`src/rtl/pwm_pkg.sv`:
```
package pwm_pkg;
  localparam int ADDR_W = 3;

  localparam logic [ADDR_W-1:0] A_CTRL = 3'd0;
  localparam logic [ADDR_W-1:0] A_LIM  = 3'd1;
  localparam logic [ADDR_W-1:0] A_CMP0 = 3'd2;
  localparam logic [ADDR_W-1:0] A_CMP1 = 3'd3;
  localparam logic [ADDR_W-1:0] A_CFG0 = 3'd4;
  localparam logic [ADDR_W-1:0] A_CFG1 = 3'd5;

  typedef enum logic [1:0] {
    MODE_OFF    = 2'b00,
    MODE_SINGLE = 2'b01,
    MODE_PAIR   = 2'b10,
    MODE_RSVD   = 2'b11
  } mode_e;

  typedef enum logic [1:0] {
    ACT_NONE = 2'b00,
    ACT_RSVD = 2'b01,
    ACT_LOW  = 2'b10,
    ACT_HIGH = 2'b11
  } act_e;

  // Setup word layout: [4:3] action, [2] toggle at wrap, [1:0] mode
  typedef struct packed {
    act_e  act;
    logic  tov;
    mode_e mode;
  } chcfg_t;

  localparam int CFG_W = $bits(chcfg_t);
endpackage

```
`src/rtl/pwm_prescaler.sv`:
```
module pwm_prescaler #(
  parameter int DIV_W = 6,
  parameter int SEL_W = 3
) (
  input  logic             clk,
  input  logic             rst_n,
  input  logic             run,
  input  logic             clr,
  input  logic [SEL_W-1:0] sel,
  output logic             tick
);
  logic [DIV_W-1:0] div_q, div_d;
  logic [SEL_W-1:0] eff_sel;
  logic [DIV_W-1:0] mask;

  always_comb begin
    eff_sel = (int'(sel) > DIV_W) ? SEL_W'(DIV_W) : sel;
    for (int i = 0; i < DIV_W; i++) begin
      mask[i] = (i < int'(eff_sel));
    end
    tick = run && ((div_q & mask) == mask);
  end

  always_comb begin
    if (clr)      div_d = '0;
    else if (run) div_d = div_q + 1'b1;
    else          div_d = div_q;
  end

  always_ff @(posedge clk or negedge rst_n) begin
    if (!rst_n) div_q <= '0;
    else        div_q <= div_d;
  end


  div_hold_chk: assert property (@(posedge clk) disable iff (!rst_n)
    (!run && !clr) |=> $stable(div_q));


  div_clear_chk: assert property (@(posedge clk) disable iff (!rst_n)
    clr |=> (div_q == '0));
endmodule

```
`src/rtl/pwm_counter.sv`:
```
module pwm_counter #(
  parameter int W = 16
) (
  input  logic         clk,
  input  logic         rst_n,
  input  logic         tick,
  input  logic         clr,
  input  logic [W-1:0] limit,
  output logic [W-1:0] evt_val,
  output logic         wrap,
  output logic         ovf
);
  logic [W-1:0] cnt_q, cnt_d;
  logic         ovf_q, ovf_d;

  always_comb begin
    wrap    = tick && (cnt_q >= limit);
    evt_val = wrap ? '0 : cnt_q + 1'b1;
    if (clr)       cnt_d = '0;
    else if (tick) cnt_d = evt_val;
    else           cnt_d = cnt_q;
    ovf_d = wrap && !clr;
  end

  always_ff @(posedge clk or negedge rst_n) begin
    if (!rst_n) begin
      cnt_q <= '0;
      ovf_q <= 1'b0;
    end else begin
      cnt_q <= cnt_d;
      ovf_q <= ovf_d;
    end
  end

  assign ovf = ovf_q;


  cnt_hold_chk: assert property (@(posedge clk) disable iff (!rst_n)
    (!tick && !clr) |=> $stable(cnt_q));


  cnt_clear_chk: assert property (@(posedge clk) disable iff (!rst_n)
    clr |=> (cnt_q == '0));


  ovf_at_zero_chk: assert property (@(posedge clk) disable iff (!rst_n)
    ovf_q |-> (cnt_q == '0));
endmodule

```
`src/rtl/pwm_channel.sv`:
```
module pwm_channel
  import pwm_pkg::*;
#(
  parameter int W = 16
) (
  input  logic         clk,
  input  logic         rst_n,
  input  logic         en,
  input  logic         tick,
  input  logic         wrap,
  input  logic [W-1:0] evt_val,
  input  logic [W-1:0] cmp,
  input  act_e         act,
  input  logic         tov,
  output logic         pin
);
  logic pin_q, pin_d;
  logic hit;

  always_comb begin
    hit = tick && (evt_val == cmp);
    if (!en)                   pin_d = 1'b0;
    else if (hit && act[1])    pin_d = act[0];
    else if (wrap && tov)      pin_d = !pin_q;
    else                       pin_d = pin_q;
  end

  always_ff @(posedge clk or negedge rst_n) begin
    if (!rst_n) pin_q <= 1'b0;
    else        pin_q <= pin_d;
  end

  assign pin = pin_q;


  cmp_low_chk: assert property (@(posedge clk) disable iff (!rst_n)
    (en && hit && act == ACT_LOW) |=> !pin_q);


  cmp_high_chk: assert property (@(posedge clk) disable iff (!rst_n)
    (en && hit && act == ACT_HIGH) |=> pin_q);


  off_low_chk: assert property (@(posedge clk) disable iff (!rst_n)
    !en |=> !pin_q);


  pin_idle_chk: assert property (@(posedge clk) disable iff (!rst_n)
    (en && !tick) |=> $stable(pin_q));
endmodule

```
`src/rtl/pwm_dual_timer.sv`:
```
module pwm_dual_timer
  import pwm_pkg::*;
#(
  parameter int W     = 16,
  parameter int DIV_W = 6,
  parameter int SEL_W = 3
) (
  input  logic              clk,
  input  logic              rst_n,
  input  logic              wr_en,
  input  logic [ADDR_W-1:0] wr_addr,
  input  logic [W-1:0]      wr_data,
  output logic              pwm_a,
  output logic              pwm_b,
  output logic              ovf
);
  localparam int NCH = 2;

  logic rst_s0, rst_s1, rst_i;

  always_ff @(posedge clk or negedge rst_n) begin
    if (!rst_n) begin
      rst_s0 <= 1'b0;
      rst_s1 <= 1'b0;
    end else begin
      rst_s0 <= 1'b1;
      rst_s1 <= rst_s0;
    end
  end
  assign rst_i = rst_s1;

  logic             halt_q, halt_d;
  logic [SEL_W-1:0] psel_q, psel_d;
  logic [W-1:0]     lim_q, lim_d;
  logic [W-1:0]     cmp_q [NCH];
  logic [W-1:0]     cmp_d [NCH];
  chcfg_t           cfg_q [NCH];
  chcfg_t           cfg_d [NCH];
  logic             sel_q, sel_d;

  logic         clr_stb, tick, wrap, pair, sel_now;
  logic [W-1:0] evt_val;
  logic         pin [NCH];

  assign clr_stb = wr_en && (wr_addr == A_CTRL) && wr_data[1];
  assign pair    = (cfg_q[0].mode == MODE_PAIR);

  always_comb begin
    halt_d = halt_q;
    psel_d = psel_q;
    lim_d  = lim_q;
    for (int c = 0; c < NCH; c++) begin
      cmp_d[c] = cmp_q[c];
      cfg_d[c] = cfg_q[c];
    end
    if (wr_en) begin
      case (wr_addr)
        A_CTRL: begin
          halt_d = wr_data[0];
          psel_d = wr_data[2 +: SEL_W];
        end
        A_LIM:  lim_d    = wr_data;
        A_CMP0: cmp_d[0] = wr_data;
        A_CMP1: cmp_d[1] = wr_data;
        A_CFG0: cfg_d[0] = chcfg_t'(wr_data[CFG_W-1:0]);
        A_CFG1: cfg_d[1] = chcfg_t'(wr_data[CFG_W-1:0]);
        default: ;
      endcase
    end
  end

  always_comb begin
    sel_now = wrap ? !sel_q : sel_q;
    if (clr_stb || !pair) sel_d = 1'b0;
    else                  sel_d = sel_now;
  end

  always_ff @(posedge clk or negedge rst_i) begin
    if (!rst_i) begin
      halt_q <= 1'b1;
      psel_q <= '0;
      lim_q  <= '1;
      sel_q  <= 1'b0;
      for (int c = 0; c < NCH; c++) begin
        cmp_q[c] <= '1;
        cfg_q[c] <= '0;
      end
    end else begin
      halt_q <= halt_d;
      psel_q <= psel_d;
      lim_q  <= lim_d;
      sel_q  <= sel_d;
      for (int c = 0; c < NCH; c++) begin
        cmp_q[c] <= cmp_d[c];
        cfg_q[c] <= cfg_d[c];
      end
    end
  end

  pwm_prescaler #(.DIV_W(DIV_W), .SEL_W(SEL_W)) u_div (
    .clk  (clk),
    .rst_n(rst_i),
    .run  (!halt_q),
    .clr  (clr_stb),
    .sel  (psel_q),
    .tick (tick)
  );

  pwm_counter #(.W(W)) u_cnt (
    .clk    (clk),
    .rst_n  (rst_i),
    .tick   (tick),
    .clr    (clr_stb),
    .limit  (lim_q),
    .evt_val(evt_val),
    .wrap   (wrap),
    .ovf    (ovf)
  );

  for (genvar c = 0; c < NCH; c++) begin : g_ch
    logic         ch_en;
    logic [W-1:0] ch_cmp;
    if (c == 0) begin : g_lead
      assign ch_en  = (cfg_q[0].mode == MODE_SINGLE) || pair;
      assign ch_cmp = (pair && sel_now) ? cmp_q[1] : cmp_q[0];
    end else begin : g_follow
      assign ch_en  = !pair && (cfg_q[c].mode == MODE_SINGLE);
      assign ch_cmp = cmp_q[c];
    end
    pwm_channel #(.W(W)) u_ch (
      .clk    (clk),
      .rst_n  (rst_i),
      .en     (ch_en),
      .tick   (tick),
      .wrap   (wrap),
      .evt_val(evt_val),
      .cmp    (ch_cmp),
      .act    (cfg_q[c].act),
      .tov    (cfg_q[c].tov),
      .pin    (pin[c])
    );
  end

  assign pwm_a = pin[0];
  assign pwm_b = pin[1];


  pair_swap_chk: assert property (@(posedge clk) disable iff (!rst_i)
    (pair && wrap && !clr_stb && !(wr_en && wr_addr == A_CFG0))
      |=> (sel_q != $past(sel_q)));


  pair_quiet_chk: assert property (@(posedge clk) disable iff (!rst_i)
    (pair && !wrap && !clr_stb && !(wr_en && wr_addr == A_CFG0))
      |=> $stable(sel_q));


  halt_after_reset_chk: assert property (@(posedge clk) disable iff (!rst_i)
    (halt_q && !clr_stb) |=> !ovf);
endmodule

```
`config.mk`:
```
export PLATFORM = sky130hd
export DESIGN_NAME = pwm_dual_timer
export DESIGN_NICKNAME = d
export VERILOG_FILES = /design/src/rtl/pwm_pkg.sv /design/src/rtl/pwm_prescaler.sv /design/src/rtl/pwm_counter.sv /design/src/rtl/pwm_channel.sv /design/src/rtl/pwm_dual_timer.sv
export SDC_FILE = /design/constraint.sdc
export NUM_CORES = 1
export LEC_CHECK = 0
export ABC_AREA = 1
export ABC_CLOCK_PERIOD_IN_PS = 4500
export BUFFER_PORTS_ARGS = -buffer_cell sky130_fd_sc_hd__buf_2
export CAP_MARGIN = 10
export CELL_PAD_IN_SITES_DETAIL_PLACEMENT = 1
export CELL_PAD_IN_SITES_GLOBAL_PLACEMENT = 1
export CORE_ASPECT_RATIO = 1.4
export CORE_MARGIN = 4
export CORE_UTILIZATION = 49
export CTS_BUF_LIST = sky130_fd_sc_hd__clkbuf_4 sky130_fd_sc_hd__clkbuf_8 sky130_fd_sc_hd__clkbuf_16
export CTS_CLUSTER_SIZE = 25
export DETAILED_ROUTE_END_ITERATION = 7
export HOLD_SLACK_MARGIN = 0.08
export PLACE_DENSITY_LB_ADDON = 0.1
export RECOVER_POWER = 50
export SLEW_MARGIN = 20
export SYNTH_ARGS = -nofsm -noshare
export SYNTH_HDL_FRONTEND = slang
export SYNTH_SLANG_ARGS = --single-unit
export TNS_END_PERCENT = 100
```
`constraint.sdc`:
```
create_clock -name clk -period 4.5 [get_ports clk]
set_clock_uncertainty 0.15 [all_clocks]
set_input_delay 1.35 -clock clk [delete_from_list [all_inputs] [get_ports clk]]
set_output_delay 1.35 -clock clk [all_outputs]
set_load 0.01 [all_outputs]
```
== Yosys cells after proc, flatten, opt, wreduce, memory -nomap -nowiden ==
Index checks and enable logic that the tools add are counted.
Word-level totals
  bits in registers: 90
  input bits: 22
  output and inout port bits: 3
  logic and storage cells: 88
Operators by class
  add/subtract/negate cells: 2
  order comparisons: 8
  equal/unequal tests: 14
  muxes and demuxes: 15
  bitwise operators: 1
  reduce and logical (&&, ||, !) cells: 29
Operator list (count)
  16-bit 2-to-1 mux: 4
  16-bit equality test: 2
  16-bit by 1-bit adder with 16-bit output (second input constant): 1
  16-bit >= comparator: 1
  1-bit logical AND: 13
  6-bit 2-to-1 mux: 2
  2-bit AND reduction: 6
  1-bit 2-to-1 mux: 8
  6-bit by 1-bit adder with 6-bit output (second input constant): 1
  6-bit AND: 1
  3-bit by 2-bit equality test with 1-bit output (second input constant): 2
  3-bit equality test (second input constant): 2
  6-bit equality test: 1
  1-bit zero test: 6
  1-bit by 3-bit less-than comparator with 1-bit output (first input constant): 2
  2-bit by 3-bit less-than comparator with 1-bit output (first input constant): 2
  3-bit less-than comparator (first input constant): 2
  3-bit inequality test (second input constant): 2
  2-bit by 1-bit equality test with 1-bit output (second input constant): 2
  3-bit by 1-bit equality test with 1-bit output (second input constant): 1
  3-bit greater-than comparator (second input constant): 1
  3-bit zero test: 1
  3-bit 2-to-1 mux: 1
  2-bit equality test (second input constant): 1
  3 further kinds: 4

== Longest topological paths before layout ==
Gate-level depths: netlist of run 1.
  word-level depth: 15
  mapped depth: 27
  mapped depth without buffers: 26

== By module ==
Synthesis of run 1 repeated with hierarchy kept, for this count alone.
Unflattened totals
  cell total of the unflattened synthesis: 824
  area, all modules: 5749.3 um2
By module, submodules not included
  pwm_dual_timer: instances 1, cells each 342, area an instance 2874.0 um2, seq. area each 1687.9 um2
  pwm_counter: instances 1, cells each 239, area an instance 1655.3 um2, seq. area each 425.4 um2
  pwm_channel: instances 2, cells each 93, area an instance 412.9 um2, seq. area each 25.0 um2
  pwm_prescaler: instances 1, cells each 57, area an instance 394.1 um2, seq. area each 150.1 um2

== Worst setup path before layout of run 1 ==
OpenSTA, ideal clock, no wires.
  path kind: input port to flip-flop
  start: input port wr_en
  end: register u_cnt.cnt_q[10]
  setup time: 0.141 ns
  arrival: 2.641 ns
  required time: 4.209 ns
  slack: 1.568 ns
  stages: 9
  buffers on the path: 2
  cells stage by stage: inv_1 > nor2_1 > nand2_1 > nor2_1 > inv_1 > clkbuf_1 > nand2_1 > clkbuf_1 > o22ai_1
On the way
  longest elaborated chain between the ends: 3
  elaborated cells between the ends (all ways): 4
  classes of those cells: mux: 1; reduce/logical: 3
Ends and longest elaborated chain
  start: declaration: RTL line pwm_dual_timer.sv:10  | input logic wr_en,
  1-bit logical AND (*) (2 in series): RTL line pwm_dual_timer.sv:45  | assign clr_stb = wr_en && (wr_addr == A_CTRL) && wr_data[1];
  16-bit 2-to-1 mux or 2-bit nonzero test (tied branches)
  end signal: assignment: RTL line pwm_counter.sv:30  | cnt_q <= cnt_d;
  end: declaration: RTL line pwm_counter.sv:13  | logic [W-1:0] cnt_q, cnt_d;
Every way passes the cells marked *; elsewhere a longest branch is shown, timed or not.
A chain may end at the register's enable or synchronous reset.

== Worst setup path in the final report of run 1 ==
  start: register lim_q[15]
  end: register g_ch[0].u_ch.pin_q
On the way
  longest elaborated chain between the ends: 10
  elaborated cells between the ends (all ways): 13
  classes of those cells: order compare: 1; eq/ne: 2; mux: 5; reduce/logical: 5
Ends and longest elaborated chain
  start: declaration: RTL line pwm_dual_timer.sv:34  | logic [W-1:0] lim_q, lim_d;
  start signal: assignment: RTL line pwm_dual_timer.sv:91  | lim_q <= lim_d;
  16-bit >= comparator (*): RTL line pwm_counter.sv:17  | wrap = tick && (cnt_q >= limit);
  1-bit logical AND (*): RTL line pwm_counter.sv:17
  1-bit 2-to-1 mux: RTL line pwm_dual_timer.sv:73  | sel_now = wrap ? !sel_q : sel_q;
  1-bit logical AND: RTL line pwm_dual_timer.sv:125  | assign ch_cmp = (pair && sel_now) ? cmp_q[1] : cmp_q[0];
  16-bit 2-to-1 mux: RTL line pwm_dual_timer.sv:125
  16-bit equality test: RTL line pwm_channel.sv:21  | hit = tick && (evt_val == cmp);
  1-bit logical AND: RTL line pwm_channel.sv:21
  1-bit logical AND: RTL line pwm_channel.sv:23  | else if (hit && act[1]) pin_d = act[0];
  1-bit 2-to-1 mux: RTL line pwm_channel.sv:23
  1-bit 2-to-1 mux: RTL line pwm_channel.sv:22  | if (!en) pin_d = 1'b0;
  end signal: assignment: RTL line pwm_channel.sv:30  | else pin_q <= pin_d;
  end: declaration: RTL line pwm_channel.sv:17  | logic pin_q, pin_d;
Marks and branches as above.

==> flow_summary.ini, run 1 <==
[timing]
setup_violations = 0
slew_viol_final = 41
tightest_slew_ns = 1.650
maxSlewHeadroom = -0.1003
fin_hold_ws_ns = 0.2206
fin_crit_sh = 0.8052
setup-tns-final_ns = 0
rsz0062_at_grt = false
final.min_clock_period_ns = 3.623
setup_ws_ns = 0.8766
timing.final.hold_violations = 0
max_freq_mhz = 276.0

[power]
p_per_area_nw_per_um2 = 502.3
power.share.clock = 0.319
p_comb_frac = 0.286
switching_power_mw = 1.028
p_leak_nw = 3.002
swShare = 0.3474
pwr-share-seq = 0.396
p_int_mw = 1.930
peakVddDrop_mv = 0.2659

[route]
drt_iter0_markers = 154
ant_nets = 0
finalWirelength_um = 16430
via_count = 4867
firstDrtPassIters = 4
drt-wirelength-per-cell_um = 18.91
via_per_inst = 5.601
drc = 0

[global_route]
grt_max_degree = 50
grt_usage = 0.2891
grt_pass1_wl_um = 27480
antenna_found_initial = 0
grt_pass1_vias = 5428
grt_overflow = 0

[synth]
netlist_area_um2 = 5298
ys_seq_area_frac = 0.4367
synth_top_area_cell = dfstp_2
synth-seq-cells = 90
synth_area_leaders = dfstp_2 (24%), dfrtp_1 (19%), nand2_1 (15%), inv_1 (7.6%), o21ai_0 (6.8%)
yosys_warnings = 0
netlist.area_leader.share = 0.2430
ys_types = 35
netlist_instances = 706
synth.avg_cell_area_um2 = 7.504
syn-num-nets = 747

[finish]
final_util = 0.5630
finalNetCount = 767
drive_gt1_frac = 0.1560
antenna_cells = 0
mostFrequentLayoutCell = nand2_1
syn2layout_area_growth_pct = 11.17
layout_common_cells = nand2_1 (212), inv_1 (107), o21ai_0 (72)
design_area_um2 = 5889

[critical_path]
r2r-end = g_ch[0].u_ch.pin$_DFFE_PN0P_
critPathCaptureType = register
r2r-start = lim_q[15]$_DFFE_PN1P_
crit_end = g_ch[0].u_ch.pin$_DFFE_PN0P_
worstRegToRegCells = 19
crit_top_cell = nand2_1
reg2reg_slack_ns = 0.88
path_max_fanout = 21
slowest_stage = dfstp_2
crit_required_ns = 4.58
start_kind = register
critical_path.max_stage_delay_ns = 0.54
cp.arrival_ns = 3.70
startpoint = lim_q[15]$_DFFE_PN1P_
crit_type = reg2reg
crit_chain = inv_1 -> ha_1 -> nand2_1 -> nor3_1 -> nand2_1 -> nand2_2 -> nand2_4 -> nand2_4 -> nand3_4 -> nand2_1 -> nand2_1 -> nand2_1 -> inv_1 -> nor2_1 -> nand2_1 -> nor2_1 -> nand4_1 -> nand3_1 -> nand2_1

[cts]
cts_sinks = 90
cts_max_path_buffers = 2
cts.clk_slew.worst_paths_ns = 0.07
clock_latency_ns = 0.34
htreeDepth = 3
clockRootBuffer = clkbuf_16
post_cts_buffers = 0
cts_buffers = 9
ctsResizeCount = 0
tritoncts = built
ctsHoldBuffers = 0

[die]
dieArea_um2 = 12560
die_x_um = 95.88
row_count = 44
initial_core_util = 0.5065
core_um2 = 10460
die_height_um = 131.0
io_pins = 25

[placed_design]
io_buffers = 24
placed_area_um2 = 5525
gp_congestion = 0.8832
dp_slack_ns = 0.6272
dp_hpwl_um = 11990

[hold_path]
hp-class = reg2reg

[flow_run]
cap_viol_max_count = 1

[run_status]
violations = capacitance limit, slew limit
status = finished with violations
[cells in the mapped netlist (all sizes together)]
master and number:
nand2 222, inv 111, o21ai 78, dfstp 49, nor2 43, dfrtp 41
nand3 38, nand4 21, ha 19, o22ai 15, a21oi 13, clkbuf 13
xor2 10, nor3 9, buf 5, xnor2 5, nand3b 4, nor3b 2
nor4 2, a21boi 1, and3 1, conb 1, o2111ai 1, o21a 1
or2 1
[final cells by class]
type	count	area, um2
clock buffer	11	240.2
clock inverter	5	128.9
fill	1335	4571
inverter	111	416.7
multi-input combinational	487	2479
sequential	90	2313
tap	138	172.7
timing repair buffer	27	138.9
[how the worst min path moves through the flow]
stage	startpoint	end	slack, ns	cells past startpoint
global route	rst_s0$_DFF_PN0_	rst_i$_DFF_PN0_	0.23	0
CTS	rst_i$_DFF_PN0_	u_div.div_q[5]$_DFFE_PN0P_	0.20	0
detailed placement	rst_i$_DFF_PN0_	u_div.div_q[5]$_DFFE_PN0P_	0.18	0
global placement	rst_i$_DFF_PN0_	u_div.div_q[5]$_DFFE_PN0P_	0.17	0
floorplan	rst_s0$_DFF_PN0_	rst_i$_DFF_PN0_	0.18	0
finish	rst_s0$_DFF_PN0_	rst_i$_DFF_PN0_	0.22	0
[critical path: cells and delay by family (launching register included)]
kind                       cells  cell delay (ns)
adders and majority gates      1             0.29
buffers and inverters          2             0.10
DFF                            1             0.54
and+or+nand+nor               16             2.40
[metrics by stage]
stage	power, mW	cells
finish	2.958	869
global route	3.149	869
CTS	2.972	869
detailed placement	2.009	853
global placement	1.946	853
floorplan	1.742	706
[per-layer routing]
layer | routed length, um | part of all wire | GRT usage | vias to the layer above
met5 | 0 | 0 | 0 | -
met4 | 733 | 0.045 | 0.1348 | 0
met3 | 545 | 0.033 | 0.04410 | 48
met2 | 8623 | 0.52 | 0.5254 | 93
met1 | 6527 | 0.40 | 0.3273 | 2434
li1 | - | - | - | 2292
[state kept, by name, summed over array words and instances (netlist names), 2 cells and up]
| register | flops |
|---|---|
| lim_q | 16 |
| g_ch.u_ch.pin | 2 |
| psel_q | 3 |
| cmp_q | 16 |
| g_ch.ch_cmp | 16 |
| cfg_q | 10 |
| u_cnt.cnt_q | 16 |
| u_div.div_q | 6 |
[kinds of logic after synthesis]
family / synth area share
buffers and inverters: 0.09589
AOI/OAI and AO/OA: 0.1082
adders and majority gates: 0.04488
DFF: 0.4367
xor gates and xnor gates: 0.02480
other: 0.0007079
and+or+nand+nor: 0.2889
[power by group through the flow]
stage,logic (mW),clock network [mW],registers (mW)
6_report,0.845,0.943,1.17
5_1_grt,0.970,0.986,1.19
4_1_cts,0.851,0.950,1.17
3_5_place_dp,0.828,0,1.18
3_3_place_gp,0.774,0,1.17
2_1_floorplan,0.610,0,1.13
Power figures use the tool's default switching activity.
==> run 2, diff against run 1 <==
--- a/config.mk
+++ b/config.mk
@@ -6,14 +6,14 @@
 export NUM_CORES = 1
 export LEC_CHECK = 0
 export ABC_AREA = 1
-export ABC_CLOCK_PERIOD_IN_PS = 4500
+export ABC_CLOCK_PERIOD_IN_PS = 3400
 export BUFFER_PORTS_ARGS = -buffer_cell sky130_fd_sc_hd__buf_2
 export CAP_MARGIN = 10
 export CELL_PAD_IN_SITES_DETAIL_PLACEMENT = 1
 export CELL_PAD_IN_SITES_GLOBAL_PLACEMENT = 1
 export CORE_ASPECT_RATIO = 1.4
 export CORE_MARGIN = 4
-export CORE_UTILIZATION = 49
+export CORE_UTILIZATION = 46
 export CTS_BUF_LIST = sky130_fd_sc_hd__clkbuf_4 sky130_fd_sc_hd__clkbuf_8 sky130_fd_sc_hd__clkbuf_16
 export CTS_CLUSTER_SIZE = 25
 export DETAILED_ROUTE_END_ITERATION = 7
==> constraint.sdc (replaced) <==
create_clock -name clk -period 3.4 [get_ports clk]
set_clock_uncertainty 0.15 [all_clocks]
set_input_delay 1.02 -clock clk [delete_from_list [all_inputs] [get_ports clk]]
set_output_delay 1.02 -clock clk [all_outputs]
set_load 0.01 [all_outputs]
==> flow_summary.ini, run 2 (same netlist as run 1, synthesis figures left out) <==
[run_status]
status = finished with violations
violations = capacitance limit, slew limit

[finish]
fillers = 1416
design_area_um2 = 6294
drive_gt1_frac = 0.2270
mostFrequentLayoutCell = nand2_1
antenna_cells = 0
final_util = 0.5579
syn2layout_area_growth_pct = 18.80
finalNonFillerCells = 906
finalNetCount = 798
layout_common_cells = nand2_1 (191), inv_1 (106), o21ai_0 (72)

[placed_design]
gp_congestion = 0.8806
numPlacedInstances = 870
io_buffers = 24
placed_area_um2 = 5628
dp_hpwl_um = 12230

[route]
drc = 0
finalWirelength_um = 17670
via_count = 5055
firstDrtPassIters = 5
drt-wirelength-per-cell_um = 19.51
drt_iter0_markers = 246
via_per_inst = 5.579
ant_nets = 0

[timing]
slew_viol_final = 73
tightest_slew_ns = 1.655
timing.final.hold_violations = 0
setup-tns-final_ns = 0
setup_violations = 0
fin_hold_ws_ns = 0.2078
fin_crit_sh = 0.9499
maxSlewHeadroom = -0.1035
final.min_clock_period_ns = 3.230
max_freq_mhz = 309.6

[die]
row_count = 46
die_height_um = 135.0
core_um2 = 11280
die_x_um = 98.70
initial_core_util = 0.4696
dieArea_um2 = 13320
io_pins = 25

[power]
p_leak_nw = 3.169
p_per_area_nw_per_um2 = 623.2
peakVddDrop_mv = 0.2978

[critical_path]
start_kind = register
slowest_stage = dfstp_2
path_max_fanout = 7
cp.arrival_ns = 3.36
crit_required_ns = 3.53
critical_path.max_stage_delay_ns = 0.57
critPathCaptureType = register
crit_top_cell = nand2_1
crit_type = reg2reg

[flow_run]
cap_viol_max_count = 1

[cts]
cts_max_path_buffers = 2
clock_latency_ns = 0.34
htreeDepth = 3
tritoncts = built
cts.clk_slew.worst_paths_ns = 0.07
clockRootBuffer = clkbuf_16
cts_sinks = 90
cts_buffers = 9

[global_route]
grt_usage = 0.2620
grt_overflow = 0
grt_max_degree = 73
antenna_found_initial = 0
grt_pass1_wl_um = 27110
grt_pass1_vias = 5329

[hold_path]
hp-class = reg2reg
[run 2: cell count changes in the layout (fill, tap and decap cells not counted), moves of 3 or more]
cell      delta
clkbuf_1     +3
nor2_1       -3
nand2_8      +3
nand2_4      +4
nor2_2       +3
nand2_1     -21
buf_4       +24
nand2_2     +16
[run 2: worst max-delay path: cells and delay by family (launching register included)]
kind                       cells  cell delay (ns)
AOI/OAI and AO/OA              1             0.07
adders and majority gates      1             0.26
buffers and inverters          2             0.18
DFF                            1             0.57
and+or+nand+nor               21             1.93
[run 2: repair_timing]
item | 4_1_cts | 5_1_grt
gates cloned | 1 | 2
setup endpoints to repair | 1 | 2
setup buffers | 1 | 16
hold buffers | 0 | 0
resized for setup | 1 | 42
pin swaps | 0 | 32
[run 2: cell type report]
cell class / instances / area, um2 / area share
clock inverter: 5 / 82.58 / 0.01312
inverter: 111 / 419.2 / 0.06660
tap: 144 / 180.2 / 0.02863
sequential: 90 / 2315 / 0.3678
timing repair buffer: 55 / 377.9 / 0.06004
multi-input combinational: 490 / 2661 / 0.4229
clock buffer: 11 / 257.7 / 0.04095
[run 2: path summary, 6_finish.rpt]
check,start,end,slack [ns],cells after the start
min in group asynchronous,rst_n,rst_s0$_DFF_PN0_,0.29,1
max in group asynchronous,rst_i$_DFF_PN0_,lim_q[15]$_DFFE_PN1P_,1.03,1
worst max register to register,lim_q[1]$_DFFE_PN1P_,g_ch[0].u_ch.pin$_DFFE_PN0P_,0.17,25
worst min register to register,rst_s0$_DFF_PN0_,rst_i$_DFF_PN0_,0.21,0
worst max-delay path,lim_q[1]$_DFFE_PN1P_,g_ch[0].u_ch.pin$_DFFE_PN0P_,0.17,25
worst min-delay path,rst_s0$_DFF_PN0_,rst_i$_DFF_PN0_,0.21,0
[run 2: report_power, final]
part / total, mW / switching (mW) / leakage, nW / internal [mW]
sequential: 1.56 / 0.204 / 1.04 / 1.36
combinational: 1.22 / 0.763 / 1.96 / 0.458
clock: 1.14 / 0.439 / 0.169 / 0.702
[run 2: per-stage QoR]
stage / setup slack (ns) / power [mW]
global route: -0.06855 / 4.185
floorplan: 0.6432 / 2.306
global placement: 0.1370 / 2.629
finish: 0.1705 / 3.922
detailed placement: 0.04634 / 2.695
CTS: 0.03757 / 3.855
[run 2: routing by layer]
layer  GRT usage  share of wire  vias up
li1            -              -     2361
met1      0.3049           0.40     2533
met2      0.4748           0.53      115
met3     0.03359          0.031       46
met4      0.1215          0.041        0
met5           0              0        -
==> run 3, diff against run 2 <==
--- a/config.mk
+++ b/config.mk
@@ -7,7 +7,7 @@
 export LEC_CHECK = 0
 export ABC_AREA = 1
 export ABC_CLOCK_PERIOD_IN_PS = 3400
-export BUFFER_PORTS_ARGS = -buffer_cell sky130_fd_sc_hd__buf_2
+export BUFFER_PORTS_ARGS = -buffer_cell sky130_fd_sc_hd__clkbuf_2
 export CAP_MARGIN = 10
 export CELL_PAD_IN_SITES_DETAIL_PLACEMENT = 1
 export CELL_PAD_IN_SITES_GLOBAL_PLACEMENT = 1
==> flow_summary.ini, run 3 (same netlist as run 1, synthesis figures left out) <==
[timing]
timing.final.hold_violations = 0
tightest_slew_ns = 1.606
fin_crit_sh = 0.9332
maxSlewHeadroom = -0.07088
final.min_clock_period_ns = 3.173
setup_violations = 0
fin_hold_ws_ns = 0.2062
max_freq_mhz = 315.2
slew_viol_final = 73

[finish]
finalNetCount = 784
antenna_cells = 0
fillers = 1478
layout_common_cells = nand2_1 (211), inv_1 (107), o21ai_0 (72)
syn2layout_area_growth_pct = 13.27
mostFrequentLayoutCell = nand2_1
finalNonFillerCells = 892
drive_gt1_frac = 0.1791

[hold_path]
holdPathStages = 0
hp-class = reg2reg

[critical_path]
critPathCaptureType = register
start_kind = register
cp.arrival_ns = 3.31
crit_required_ns = 3.54
path_max_fanout = 11
crit_type = reg2reg
worstRegToRegCells = 21

[global_route]
grt_pass1_vias = 5355
grt_pass1_wl_um = 27130
grt_usage = 0.2614
antenna_found_initial = 0
grt_overflow = 0
grt_max_degree = 73

[die]
die_x_um = 98.70
die_height_um = 135.0
dieArea_um2 = 13320
io_pins = 25
row_count = 46
core_um2 = 11280
initial_core_util = 0.4696

[placed_design]
numPlacedInstances = 870
gp_congestion = 0.9124
io_buffers = 24
dp_hpwl_um = 12320

[power]
p_leak_nw = 3.035
peakVddDrop_mv = 0.3270
p_per_area_nw_per_um2 = 614.4

[route]
ant_nets = 0
firstDrtPassIters = 4
drc = 0
drt-wirelength-per-cell_um = 18.59
via_per_inst = 5.400
drt_iter0_markers = 224
via_count = 4817
finalWirelength_um = 16580

[cts]
tritoncts = built
cts.clk_slew.worst_paths_ns = 0.06
clock_latency_ns = 0.35
clockRootBuffer = clkbuf_16
cts_buffers = 9
htreeDepth = 3
cts_sinks = 90
cts_max_path_buffers = 2
ctsHoldBuffers = 0

[run_status]
status = finished with violations
violations = capacitance limit, slew limit

[flow_run]
cap_viol_max_count = 1
[run 3: cell count changes in the layout (fill, tap and decap cells not counted), moves of 4 or more]
cell	previous run	this run
clkbuf_2	0	22
buf_2	21	0
nand2_1	191	211
nand2_2	22	6
buf_4	26	17
nand2_4	8	4
[run 3: final timing paths]
kind / startpoint / end / slack (ns)
worst max-delay path: lim_q[1]$_DFFE_PN1P_ / g_ch[1].u_ch.pin$_DFFE_PN0P_ / 0.23
worst min-delay path: rst_s0$_DFF_PN0_ / rst_i$_DFF_PN0_ / 0.21
worst max register to register: lim_q[1]$_DFFE_PN1P_ / g_ch[1].u_ch.pin$_DFFE_PN0P_ / 0.23
worst min register to register: rst_s0$_DFF_PN0_ / rst_i$_DFF_PN0_ / 0.21
max in group asynchronous: rst_i$_DFF_PN0_ / g_ch[1].ch_cmp[10]$_DFFE_PN1P_ / 1.17
min in group asynchronous: rst_n / rst_s0$_DFF_PN0_ / 0.29
[run 3: final cells by class]
cell class	instances	area [um2]	share of cell area
clock inverter	5	36.28	0.006047
clock buffer	11	257.7	0.04295
inverter	111	416.7	0.06943
multi-input combinational	488	2526	0.4210
tap	144	180.2	0.03003
timing repair buffer	43	269.0	0.04483
sequential	90	2315	0.3857
[run 3: power breakdown]
| group | internal [mW] | leakage [nW] | switching, mW | total (mW) |
|---|---|---|---|---|
| combinational | 0.427 | 1.84 | 0.727 | 1.15 |
| clock | 0.551 | 0.148 | 0.430 | 0.981 |
| sequential | 1.36 | 1.04 | 0.196 | 1.55 |
| total | 2.33 | 3.03 | 1.35 | 3.69 |
[run 3: metrics by stage]
step / cell area (um2) / setup slack [ns] / setup TNS, ns / util / total power, mW
floorplan: 5298 / 0.6432 / 0 / - / 2.306
global placement: 5628 / 0.2422 / 0 / 0.4989 / 2.624
detailed placement: 5628 / 0.1326 / 0 / 0.4989 / 2.693
CTS: 5922 / 0.08429 / 0 / 0.5250 / 3.695
global route: 6001 / -0.01308 / -0.01308 / 0.5319 / 3.955
finish: 6001 / 0.2272 / 0 / 0.5319 / 3.687
[run 3: worst max-delay path, cell delays in order (launching register included)]
cell and delay (ns):
dfstp_2 0.55, inv_1 0.05, ha_1 0.30, nand2_1 0.08, nor2_1 0.04, nor2_1 0.08, nand2_1 0.09, nand2_1 0.07
nand2_1 0.07, nand2_1 0.11, nand2_4 0.09, nand2_8 0.13, buf_4 0.19, nand2_2 0.09, xnor2_1 0.15, nor2_2 0.12
nand4_1 0.16, nor2_1 0.19, nand2_1 0.12, a21boi_1 0.15, nand2_1 0.07, nand2_1 0.06
[run 3: layer usage]
| metal | GRT usage | vias up | share of wire |
|---|---|---|---|
| met1 | 0.3051 | 2360 | 0.41 |
| met4 | 0.1139 | 0 | 0.038 |
| met2 | 0.4737 | 77 | 0.52 |
| li1 | - | 2335 | - |
| met3 | 0.03721 | 45 | 0.027 |
| met5 | 0 | - | 0 |
[run 3: what timing repair did]
action | CTS | global route
setup endpoints to repair | 0 | 2
buffers inserted | 0 | 5
hold endpoints to repair | 0 | 0
resized for setup | 0 | 8
